==> config.mk <==
export PLATFORM = sky130hd
export DESIGN_NAME = dma_win_router
export DESIGN_NICKNAME = d
export VERILOG_FILES = /design/src/rtl/dwr_pkg.sv /design/src/rtl/dwr_decode.sv /design/src/rtl/dwr_snr_bank.sv /design/src/rtl/dwr_issue.sv /design/src/rtl/dma_win_router.sv
export SDC_FILE = /design/constraint.sdc
export NUM_CORES = 1
export LEC_CHECK = 0
export BUFFER_PORTS_ARGS = -buffer_cell sky130_fd_sc_hd__buf_2
export CORE_ASPECT_RATIO = 0.9
export CORE_MARGIN = 1.5
export CORE_UTILIZATION = 58
export DETAILED_ROUTE_END_ITERATION = 12
export PLACE_DENSITY = 0.82
export SYNTH_ARGS = -nofsm -noshare
export SYNTH_HDL_FRONTEND = slang
export SYNTH_SLANG_ARGS = --single-unit
==> constraint.sdc <==
create_clock -name clk_i -period 4.6 [get_ports clk_i]
set_clock_uncertainty 0.2 [all_clocks]
set_input_delay 0.92 -clock clk_i [delete_from_list [all_inputs] [get_ports clk_i]]
set_output_delay 0.92 -clock clk_i [all_outputs]
set_load 0.02 [all_outputs]
==> src/rtl/dwr_pkg.sv <==
package dwr_pkg;
  localparam logic [7:0] OP_MOD_MASK = 8'h07;
  localparam logic [7:0] OP_PUT      = 8'h20;
  localparam logic [7:0] OP_GET      = 8'h40;
  localparam logic [3:0] WIN_NIBBLE  = 4'hF;
  localparam int         OFF_W       = 20;
  localparam int         IDX_W       = 8;
  localparam logic [31:0] LS_LIMIT   = 32'h0004_0000;
  localparam logic [19:0] LS_MAX_OFF = 20'h3FFFF;
  localparam logic [19:0] SNR1_OFF   = 20'h5400C;
  localparam logic [19:0] SNR2_OFF   = 20'h5C00C;

  typedef enum logic [1:0] {
    RT_ERR = 2'd0,
    RT_XFER = 2'd1,
    RT_SNR = 2'd2
  } route_e;
endpackage

==> src/rtl/dwr_decode.sv <==
module dwr_decode
  import dwr_pkg::*;
#(
  parameter int          N_PEER    = 6,
  parameter int          SIZE_W    = 16,
  parameter logic [63:0] LS_BASE   = 64'h0000_0002_0000_0000,
  parameter logic [63:0] LS_STRIDE = 64'h0000_0000_0004_0000
) (
  input  logic [7:0]        op_i,
  input  logic [63:0]       ea_i,
  input  logic [SIZE_W-1:0] size_i,
  input  logic              grp_i,
  input  logic [N_PEER-1:0] present_i,
  output route_e            route_o,
  output logic              put_o,
  output logic [63:0]       tgt_ea_o,
  output logic [IDX_W-1:0]  peer_o,
  output logic              snr_sel_o
);
  logic [7:0]       op_base;
  logic             is_put, is_get, in_win, peer_ok, ls_fit, snr_hit;
  logic [IDX_W-1:0] idx;
  logic [OFF_W-1:0] off;
  logic [31:0]      off_end;

  assign op_base = op_i & ~OP_MOD_MASK;
  assign is_put  = (op_base == OP_PUT);
  assign is_get  = (op_base == OP_GET);
  assign in_win  = (ea_i[31:28] == WIN_NIBBLE);
  assign idx     = ea_i[27:20];
  assign off     = ea_i[19:0];
  assign off_end = 32'(off) + 32'(size_i);
  assign ls_fit  = (off <= LS_MAX_OFF) && (off_end <= LS_LIMIT);
  assign snr_hit = is_put && (size_i == SIZE_W'(4)) && (off == SNR1_OFF || off == SNR2_OFF);

  always_comb begin
    peer_ok = 1'b0;
    for (int p = 0; p < N_PEER; p++) begin
      if (idx == IDX_W'(p) && present_i[p]) peer_ok = 1'b1;
    end
  end

  assign put_o     = is_put;
  assign peer_o    = idx;
  assign snr_sel_o = (off == SNR2_OFF);

  always_comb begin
    route_o  = RT_ERR;
    tgt_ea_o = ea_i;
    if (!in_win) begin
      if (is_put || is_get) route_o = RT_XFER;
    end else if (grp_i && peer_ok) begin
      if (ls_fit) begin
        tgt_ea_o = LS_BASE + (64'(idx) * LS_STRIDE) + 64'(off);
        if (is_put || is_get) route_o = RT_XFER;
      end else if (snr_hit) begin
        route_o = RT_SNR;
      end
    end
  end
endmodule

==> src/rtl/dwr_snr_bank.sv <==
module dwr_snr_bank
  import dwr_pkg::*;
#(
  parameter int N_PEER = 6
) (
  input  logic                clk_i,
  input  logic                rst_ni,
  input  logic                wr_i,
  input  logic [IDX_W-1:0]    wr_peer_i,
  input  logic                wr_sel_i,
  input  logic [31:0]         wr_data_i,
  input  logic [2*N_PEER-1:0] mode_i,
  input  logic [IDX_W-1:0]    rd_peer_i,
  input  logic                rd_sel_i,
  output logic [31:0]         rd_data_o
);
  logic [31:0] snr_q [N_PEER][2];

  for (genvar p = 0; p < N_PEER; p++) begin : g_peer
    for (genvar r = 0; r < 2; r++) begin : g_reg
      logic hit;
      assign hit = wr_i && (wr_peer_i == IDX_W'(p)) && (wr_sel_i == 1'(r));
      always_ff @(posedge clk_i or negedge rst_ni) begin
        if (!rst_ni) snr_q[p][r] <= '0;
        else if (hit) snr_q[p][r] <= mode_i[2*p+r] ? (snr_q[p][r] | wr_data_i) : wr_data_i;
      end
    end
  end

  always_comb begin
    rd_data_o = '0;
    for (int p = 0; p < N_PEER; p++) begin
      if (rd_peer_i == IDX_W'(p)) rd_data_o = snr_q[p][rd_sel_i];
    end
  end
endmodule

==> src/rtl/dwr_issue.sv <==
module dwr_issue #(
  parameter int MAX_OUT = 4,
  parameter int LSA_W   = 18,
  parameter int SIZE_W  = 16,
  parameter int TAG_W   = 5,
  localparam int CNT_W  = $clog2(MAX_OUT + 1)
) (
  input  logic              clk_i,
  input  logic              rst_ni,
  input  logic              load_i,
  input  logic              put_i,
  input  logic [63:0]       ea_i,
  input  logic [LSA_W-1:0]  lsa_i,
  input  logic [SIZE_W-1:0] size_i,
  input  logic [TAG_W-1:0]  tag_i,
  input  logic              ready_i,
  input  logic              cpl_i,
  output logic              valid_o,
  output logic              put_o,
  output logic [63:0]       ea_o,
  output logic [LSA_W-1:0]  lsa_o,
  output logic [SIZE_W-1:0] size_o,
  output logic [TAG_W-1:0]  tag_o,
  output logic [CNT_W-1:0]  out_cnt_o
);
  logic issue, retire;

  assign issue  = valid_o && ready_i;
  assign retire = cpl_i && (out_cnt_o != '0);

  always_ff @(posedge clk_i or negedge rst_ni) begin
    if (!rst_ni) begin
      valid_o <= 1'b0;
      put_o   <= 1'b0;
      ea_o    <= '0;
      lsa_o   <= '0;
      size_o  <= '0;
      tag_o   <= '0;
    end else if (load_i) begin
      valid_o <= 1'b1;
      put_o   <= put_i;
      ea_o    <= ea_i;
      lsa_o   <= lsa_i;
      size_o  <= size_i;
      tag_o   <= tag_i;
    end else if (issue) begin
      valid_o <= 1'b0;
    end
  end

  always_ff @(posedge clk_i or negedge rst_ni) begin
    if (!rst_ni) out_cnt_o <= '0;
    else if (issue && !retire) out_cnt_o <= out_cnt_o + 1'b1;
    else if (retire && !issue) out_cnt_o <= out_cnt_o - 1'b1;
  end
endmodule

==> src/rtl/dma_win_router.sv <==
module dma_win_router
  import dwr_pkg::*;
#(
  parameter int          N_PEER    = 6,
  parameter int          MAX_OUT   = 4,
  parameter int          LSA_W     = 18,
  parameter int          SIZE_W    = 16,
  parameter int          TAG_W     = 5,
  parameter logic [63:0] LS_BASE   = 64'h0000_0002_0000_0000,
  parameter logic [63:0] LS_STRIDE = 64'h0000_0000_0004_0000
) (
  input  logic                clk_i,
  input  logic                rst_ni,
  input  logic                cmd_valid_i,
  output logic                cmd_ready_o,
  input  logic [7:0]          cmd_op_i,
  input  logic [TAG_W-1:0]    cmd_tag_i,
  input  logic [LSA_W-1:0]    cmd_lsa_i,
  input  logic [63:0]         cmd_ea_i,
  input  logic [SIZE_W-1:0]   cmd_size_i,
  input  logic                grp_valid_i,
  input  logic [N_PEER-1:0]   peer_present_i,
  input  logic [2*N_PEER-1:0] snr_mode_i,
  output logic [LSA_W-1:0]    ls_rd_addr_o,
  input  logic [31:0]         ls_rd_data_i,
  output logic                req_valid_o,
  input  logic                req_ready_i,
  output logic                req_put_o,
  output logic [63:0]         req_ea_o,
  output logic [LSA_W-1:0]    req_lsa_o,
  output logic [SIZE_W-1:0]   req_size_o,
  output logic [TAG_W-1:0]    req_tag_o,
  input  logic                cpl_i,
  output logic                sts_valid_o,
  output logic                sts_err_o,
  input  logic [7:0]          snr_rd_peer_i,
  input  logic                snr_rd_sel_i,
  output logic [31:0]         snr_rd_data_o
);
  localparam int CNT_W = $clog2(MAX_OUT + 1);

  route_e           route;
  logic             dec_put, dec_sel, accept, ordered;
  logic [63:0]      dec_ea;
  logic [IDX_W-1:0] dec_peer;
  logic [CNT_W-1:0] out_cnt;

  dwr_decode #(
    .N_PEER(N_PEER), .SIZE_W(SIZE_W), .LS_BASE(LS_BASE), .LS_STRIDE(LS_STRIDE)
  ) u_decode (
    .op_i(cmd_op_i), .ea_i(cmd_ea_i), .size_i(cmd_size_i), .grp_i(grp_valid_i),
    .present_i(peer_present_i), .route_o(route), .put_o(dec_put), .tgt_ea_o(dec_ea),
    .peer_o(dec_peer), .snr_sel_o(dec_sel)
  );

  // barrier/fence drain every outstanding transfer before entry
  assign ordered     = |(cmd_op_i[1:0]);
  assign cmd_ready_o = !req_valid_o && (out_cnt < CNT_W'(MAX_OUT)) &&
                       (!ordered || out_cnt == '0);
  assign accept      = cmd_valid_i && cmd_ready_o;
  assign ls_rd_addr_o = cmd_lsa_i;

  dwr_issue #(
    .MAX_OUT(MAX_OUT), .LSA_W(LSA_W), .SIZE_W(SIZE_W), .TAG_W(TAG_W)
  ) u_issue (
    .clk_i(clk_i), .rst_ni(rst_ni), .load_i(accept && route == RT_XFER),
    .put_i(dec_put), .ea_i(dec_ea), .lsa_i(cmd_lsa_i), .size_i(cmd_size_i),
    .tag_i(cmd_tag_i), .ready_i(req_ready_i), .cpl_i(cpl_i), .valid_o(req_valid_o),
    .put_o(req_put_o), .ea_o(req_ea_o), .lsa_o(req_lsa_o), .size_o(req_size_o),
    .tag_o(req_tag_o), .out_cnt_o(out_cnt)
  );

  dwr_snr_bank #(.N_PEER(N_PEER)) u_snr (
    .clk_i(clk_i), .rst_ni(rst_ni), .wr_i(accept && route == RT_SNR),
    .wr_peer_i(dec_peer), .wr_sel_i(dec_sel), .wr_data_i(ls_rd_data_i),
    .mode_i(snr_mode_i), .rd_peer_i(snr_rd_peer_i), .rd_sel_i(snr_rd_sel_i),
    .rd_data_o(snr_rd_data_o)
  );

  always_ff @(posedge clk_i or negedge rst_ni) begin
    if (!rst_ni) begin
      sts_valid_o <= 1'b0;
      sts_err_o   <= 1'b0;
    end else begin
      sts_valid_o <= accept;
      sts_err_o   <= accept && (route == RT_ERR);
    end
  end
endmodule

# ---- Word level (Yosys, flattened, before mapping)
# Cells that the tools add are included.
dict set report word_totals {
  register_bits 494
  inputBits 176
  out_inout_bits 158
  wordCells 169
}
dict set report classes {
  addsub 5
  n_lt_le_gt_ge 4
  n_eq_ne 18
  muxes 54
  bitwise_logic 14
  n_reduce_logical 53
}
# operator n
set ops {}
lappend ops {{$mux W32} 36}
lappend ops {{$or A32 B32 Y32} 12}
lappend ops {{$mux W64} 3}
lappend ops {{$add A64 B20 Y64} 1}
lappend ops {{$eq A20 B19 Y1 const B} 2}
lappend ops {{$logic_and A1 B1 Y1} 38}
lappend ops {{$add A34 B26 Y35 const A} 1}
lappend ops {{$eq A8 B2 Y1 const B} 4}
lappend ops {{$eq A8 B3 Y1 const B} 4}
lappend ops {{$le A32 B19 Y1 const B} 1}
lappend ops {{$add A20 B16 Y21} 1}
lappend ops {{$le A20 B18 Y1 const B} 1}
lappend ops {{$eq A16 B3 Y1 const B} 1}
lappend ops {{$eq A8 B1 Y1 const B} 2}
lappend ops {{$logic_not A8 Y1} 2}
lappend ops {{$mux W1} 9}
lappend ops {{$mux W2} 4}
lappend ops {{$mux W3} 2}
lappend ops {{$eq A5 B3 Y1 const B} 1}
lappend ops {{$eq A5 B4 Y1 const B} 1}
lappend ops {{$eq A4 B4 Y1 const B} 1}
lappend ops {{$logic_not A1 Y1} 4}
lappend ops {{$reduce_bool A2 Y1} 2}
lappend ops {{$add A3 B1 Y3 const B} 1}
lappend ops {{12 further kinds} 14}

# ---- Depth between registers and ports, before layout
dict set report depth {
  ltp_word 15
  depth_mapped 13
  ltp_nobuf 11
}

# ---- Modules after synthesis
# Synthesis repeated with hierarchy kept, for this count alone.
dict set report hier_totals {
  cells_unflattened 1807
  area_unflattened_um2 23252.3
}
# mod n_inst cells_per_inst area_each_um2 seq_area_each_um2
set by_module_without_submodules {}
lappend by_module_without_submodules {dwr_snr_bank 1 1293 17006.3 9609.2}
lappend by_module_without_submodules {dwr_issue 1 236 4264.1 2702.6}
lappend by_module_without_submodules {dwr_decode 1 251 1744.2 0.0}
lappend by_module_without_submodules {dma_win_router 1 27 237.7 50.0}

# ---- Least setup slack after synthesis
# No wires, ideal clock.
dict set report synth_timing {
  kind {input -> register}
  from {input cmd_ea_i[0]}
  to {register u_issue.size_o[10]}
  setup_time_ns 0.125
  t_arrival_ns 4.174
  required_ns 4.275
  slack_ns 0.101
  path_stages 13
  n_path_buf 2
  path_cell_list {ha_1 > fa_1 > a21o_1 > a2111oi_2 > nor2_1 > nor4_1 > nand4_1 > or4b_1 > a2111oi_4 > o211ai_2 > buf_6 > buf_6 > mux2_4}
}
dict set report synth_via {
  elab_chain_len 9
  elab_cells_between_ends 14
  cone_classes {add/sub (1); order compare (2); eq/ne (3); mux (4); reduce/logical (4)}
}
# item line
set synth_rtl {}
lappend synth_rtl {{from (decl)} dma_win_router.sv:19} ;# input logic [63:0] cmd_ea_i,
lappend synth_rtl {{branches (longest 4 deep; another with $le A32 B19 Y1)} -}
lappend synth_rtl {{$mux W2 (*)} dwr_decode.sv:53} ;# if (ls_fit) begin
lappend synth_rtl {{$mux W2 (*)} dwr_decode.sv:52} ;# end else if (grp_i && peer_ok) begin
lappend synth_rtl {{$mux W2 (*)} dwr_decode.sv:50} ;# if (!in_win) begin
lappend synth_rtl {{$eq A2 B1 Y1 (*)} dma_win_router.sv:66} ;# .clk_i(clk_i), .rst_ni(rst_ni), .load_i(accept && route == RT_XFER),
lappend synth_rtl {{$logic_and A1 B1 Y1 (*)} dma_win_router.sv:66}
lappend synth_rtl {{to (signal assigned)} dwr_issue.sv:44} ;# size_o <= size_i;
lappend synth_rtl {{to (decl)} dwr_issue.sv:22} ;# output logic [SIZE_W-1:0] size_o,
# Mark *: on every way between the ends.
# A chain may end at the register's enable or synchronous reset.

# ---- Final worst setup path
dict set report layout_timing {
  from {input cmd_ea_i[0]}
  to {register u_issue.ea_o[40]}
}
dict set report layout_via {
  elab_chain_len 9
  elab_cells_between_ends 18
  cone_classes {add/sub (2); order compare (2); eq/ne (3); mux (7); reduce/logical (4)}
}
# item line
set layout_rtl {}
lappend layout_rtl {{branches (longest 9 deep; another with $le A32 B19 Y1)} -}
lappend layout_rtl {{to (signal assigned)} dwr_issue.sv:42} ;# ea_o <= ea_i;
lappend layout_rtl {{to (decl)} dwr_issue.sv:20} ;# output logic [63:0] ea_o,
# Parallel ways; which one is timed is not known.

==> flow_summary.json <==
{
  "holdWs_ps": 122,
  "start_kind": "primary input",
  "yosysWarningCount": 0,
  "grt_pass1_wl_um": 108000,
  "finalMaxSlewViolations": 0,
  "syn_nets": 1960,
  "totalWireLength_um": 70600,
  "rows": 68,
  "syn-mean-instance-area_um2": 13.0,
  "fmax_ghz": 0.234,
  "setup_viol": 0,
  "h-tree-depth": 2,
  "power_leakage_nw": 13.5,
  "route.detailed.drc": 0,
  "clk_pin_slew_ps": 60,
  "synthTopCellsByArea": "dfrtp_1 54%, a22o_1 15%, mux4_2 9.4%",
  "die_area_um2": 40700,
  "die_x_um": 213,
  "die_y_um": 192,
  "min_period_ps": 4270,
  "hold_violations": 0,
  "fin_util": 0.698,
  "grt_usage": 0.352,
  "critPathMaxStageDelay_ps": 590,
  "cp_cell_sequence": "buf_2 > ha_1 > fa_1 > a21o_1 > a2111oi_2 > nor2_1 > nor4_1 > nand4_1 > or4b_1 > a2111oi_4 > o211ai_4 > buf_12 > buf_4 > mux2i_1",
  "numPortBuffers": 332,
  "syn2layout_area_growth_pct": 17.5,
  "crit_type": "primary input to register",
  "grt_pass1_vias": 18200,
  "postCtsSetupBuffers": 0,
  "timing.final.crit_share": 0.928,
  "via_per_inst": 6.80,
  "synth_seq_cells": 494,
  "wl_per_cell_um": 27.1,
  "syn_area_um2": 22900,
  "critical_path_buf_inv_count": 3,
  "synth_largest_area_cell": "dfrtp_1",
  "synth_ff_type": "dfrtp_1",
  "synth-edff-count": 0,
  "cp_top_family": "compound AO/OA/AOI/OAI gates",
  "slowest_stage": "or4b_1",
  "finalPower_mw": 10.7,
  "grt_max_degree": 105,
  "ant_nets": 0,
  "path_max_fanout": 46,
  "cp-end-kind": "register",
  "cp.required_ps": 4890,
  "tns_ps": 0,
  "cp.arrival_ps": 4550,
  "cts_resized": 0,
  "maxCapViolCount": 0,
  "nets": 2237,
  "grt_overflow": 0,
  "via_count": 17700,
  "synth_most_common_cell": "dfrtp_1",
  "hold_buffers": 0,
  "power.density_nw_per_um2": 399,
  "place_congestion": 0.897,
  "hold_path_class": "primary input to asynchronous set/reset pin",
  "synthDistinctLibCells": 64,
  "synth-simple-area-share": 0.0509,
  "clock_path_buffers": 3,
  "synth_fa_ha_area_frac": 0.0130,
  "io_pins": 334,
  "antenna_found_initial": 7,
  "synth.yosys.seq_area_share": 0.539,
  "clk_latency_ps": 590,
  "cts-buffers-inserted": 48,
  "clockRootBuffer": "clkbuf_16",
  "synthCells": 1762,
  "synth_top_area_share": 0.539,
  "synth_xor_area_frac": 0.00382,
  "synth_top_family_by_area": "compound AO/OA/AOI/OAI gates",
  "core_area_um2": 38600,
  "worst_pin_slew_ps": 621,
  "clock_sink_count": 494,
  "drive_gt1_frac": 0.329,
  "yosys-top-cells-count": "494 x dfrtp_1, 385 x a22o_1, 152 x clkbuf_1",
  "async_reset_ff_frac": 1.00,
  "synth_mux_area_frac": 0.164,
  "place_hpwl_um": 44400,
  "outcome": "finished, final reports clean",
  "dr.pass1.iters": 6,
  "synth_compound_gate_area_share": 0.180,
  "peakVddDrop_uv": 326,
  "floorplan.initialDensity": 0.594,
  "cts_tree": "done",
  "slew_headroom": 0.586,
  "rsz0062_at_grt": "no",
  "drt_iter0_drc": 1807
}
## cell usage in the layout (no fill, tap or decap), types with 5 or more instances in the layout
master     count
nand2_1       63
clkinv_2       8
buf_4         78
ha_1          19
nor4_1         8
clkbuf_1      11
xor2_1         6
a21o_1         6
dfrtp_1      494
nor3_2         6
mux4_2        96
a22o_1       385
a21oi_1       23
nor2_1        23
mux2_4        12
or3_1         10
nand4_1        9
clkbuf_8      13
o21ai_0       12
mux2i_1       77
nand3_1        8
nor3_1        16
buf_2        329
nor2_2         6
and2_1        40
nand2b_1       7
mux2_2        57
buf_12        13
nor2b_1        6
o22ai_1       33
clkbuf_16     48
inv_1         80
or4_1          6
diode_2        5
## metal layers
layer	part of all wire	GRT usage
met1	0.37	0.469
met2	0.46	0.540
met3	0.11	0.0896
met4	0.049	0.179
met5	0.00034	0
## per-stage QoR
| stage | cells | worst slack [ps] | instance area (um2) |
|---|---|---|---|
| after floorplan | 1762 | 101 | 22900 |
| after global placement | 2514 | -178 | 25300 |
| after detailed placement | 2514 | -178 | 25300 |
| after CTS | 2601 | 393 | 26900 |
| after global routing | 2605 | 212 | 26900 |
| final | 2606 | 332 | 27000 |
## cell families after synthesis
family / Yosys count
adders and majority gates: 22
xor gates and xnor gates: 10
buffers and inverters: 275
DFF: 494
and+or+nand+nor: 223
AOI/OAI and AO/OA: 496
muxes: 242
## registers in the layout, summed over array words and instances, names as in the netlist, 3 cells and up
name               cells
u_snr.snr_q          384
u_issue.ea_o          64
u_issue.lsa_o         18
u_issue.tag_o          5
u_issue.size_o        16
u_issue.out_cnt_o      3
## power breakdown
group	total (mW)	switching, mW	leakage (nW)	internal (mW)
clock	4.03	1.72	0.793	2.31
combinational	1.85	1.15	6.02	0.700
sequential	4.87	0.185	6.70	4.68
## area by class of cell
class                           instances  area (um2)
Clock inverter                         15         183
Antenna cell                            5        12.5
Fill cell                            2649       11700
Sequential cell                       494       12400
Inverter                               80         300
Tap cell                              525         657
Clock buffer                           72        1420
Multi-Input combinational cell        993        9500
Timing Repair Buffer                  422        2520
## path summary, 6_finish.rpt
path                                             startpoint                           end  slack [ps]  cells past startpoint
max                                             cmd_ea_i[0]  u_issue.ea_o[40]$_DFFE_PN0P_         330                     14
min                                                  rst_ni  u_snr.snr_q[304]$_DFFE_PN0P_         120                      1
max reg2reg                u_issue.out_cnt_o[0]$_DFFE_PN0P_  u_snr.snr_q[109]$_DFFE_PN0P_        1170                      9
min reg2reg                    u_snr.snr_q[169]$_DFFE_PN0P_  u_snr.snr_q[169]$_DFFE_PN0P_         300                      1
max in group asynchronous                            rst_ni  u_snr.snr_q[359]$_DFFE_PN0P_        3000                      2
min in group clk_i             u_snr.snr_q[169]$_DFFE_PN0P_  u_snr.snr_q[169]$_DFFE_PN0P_         300                      1
Note: power is estimated with default switching activity, not from simulation.
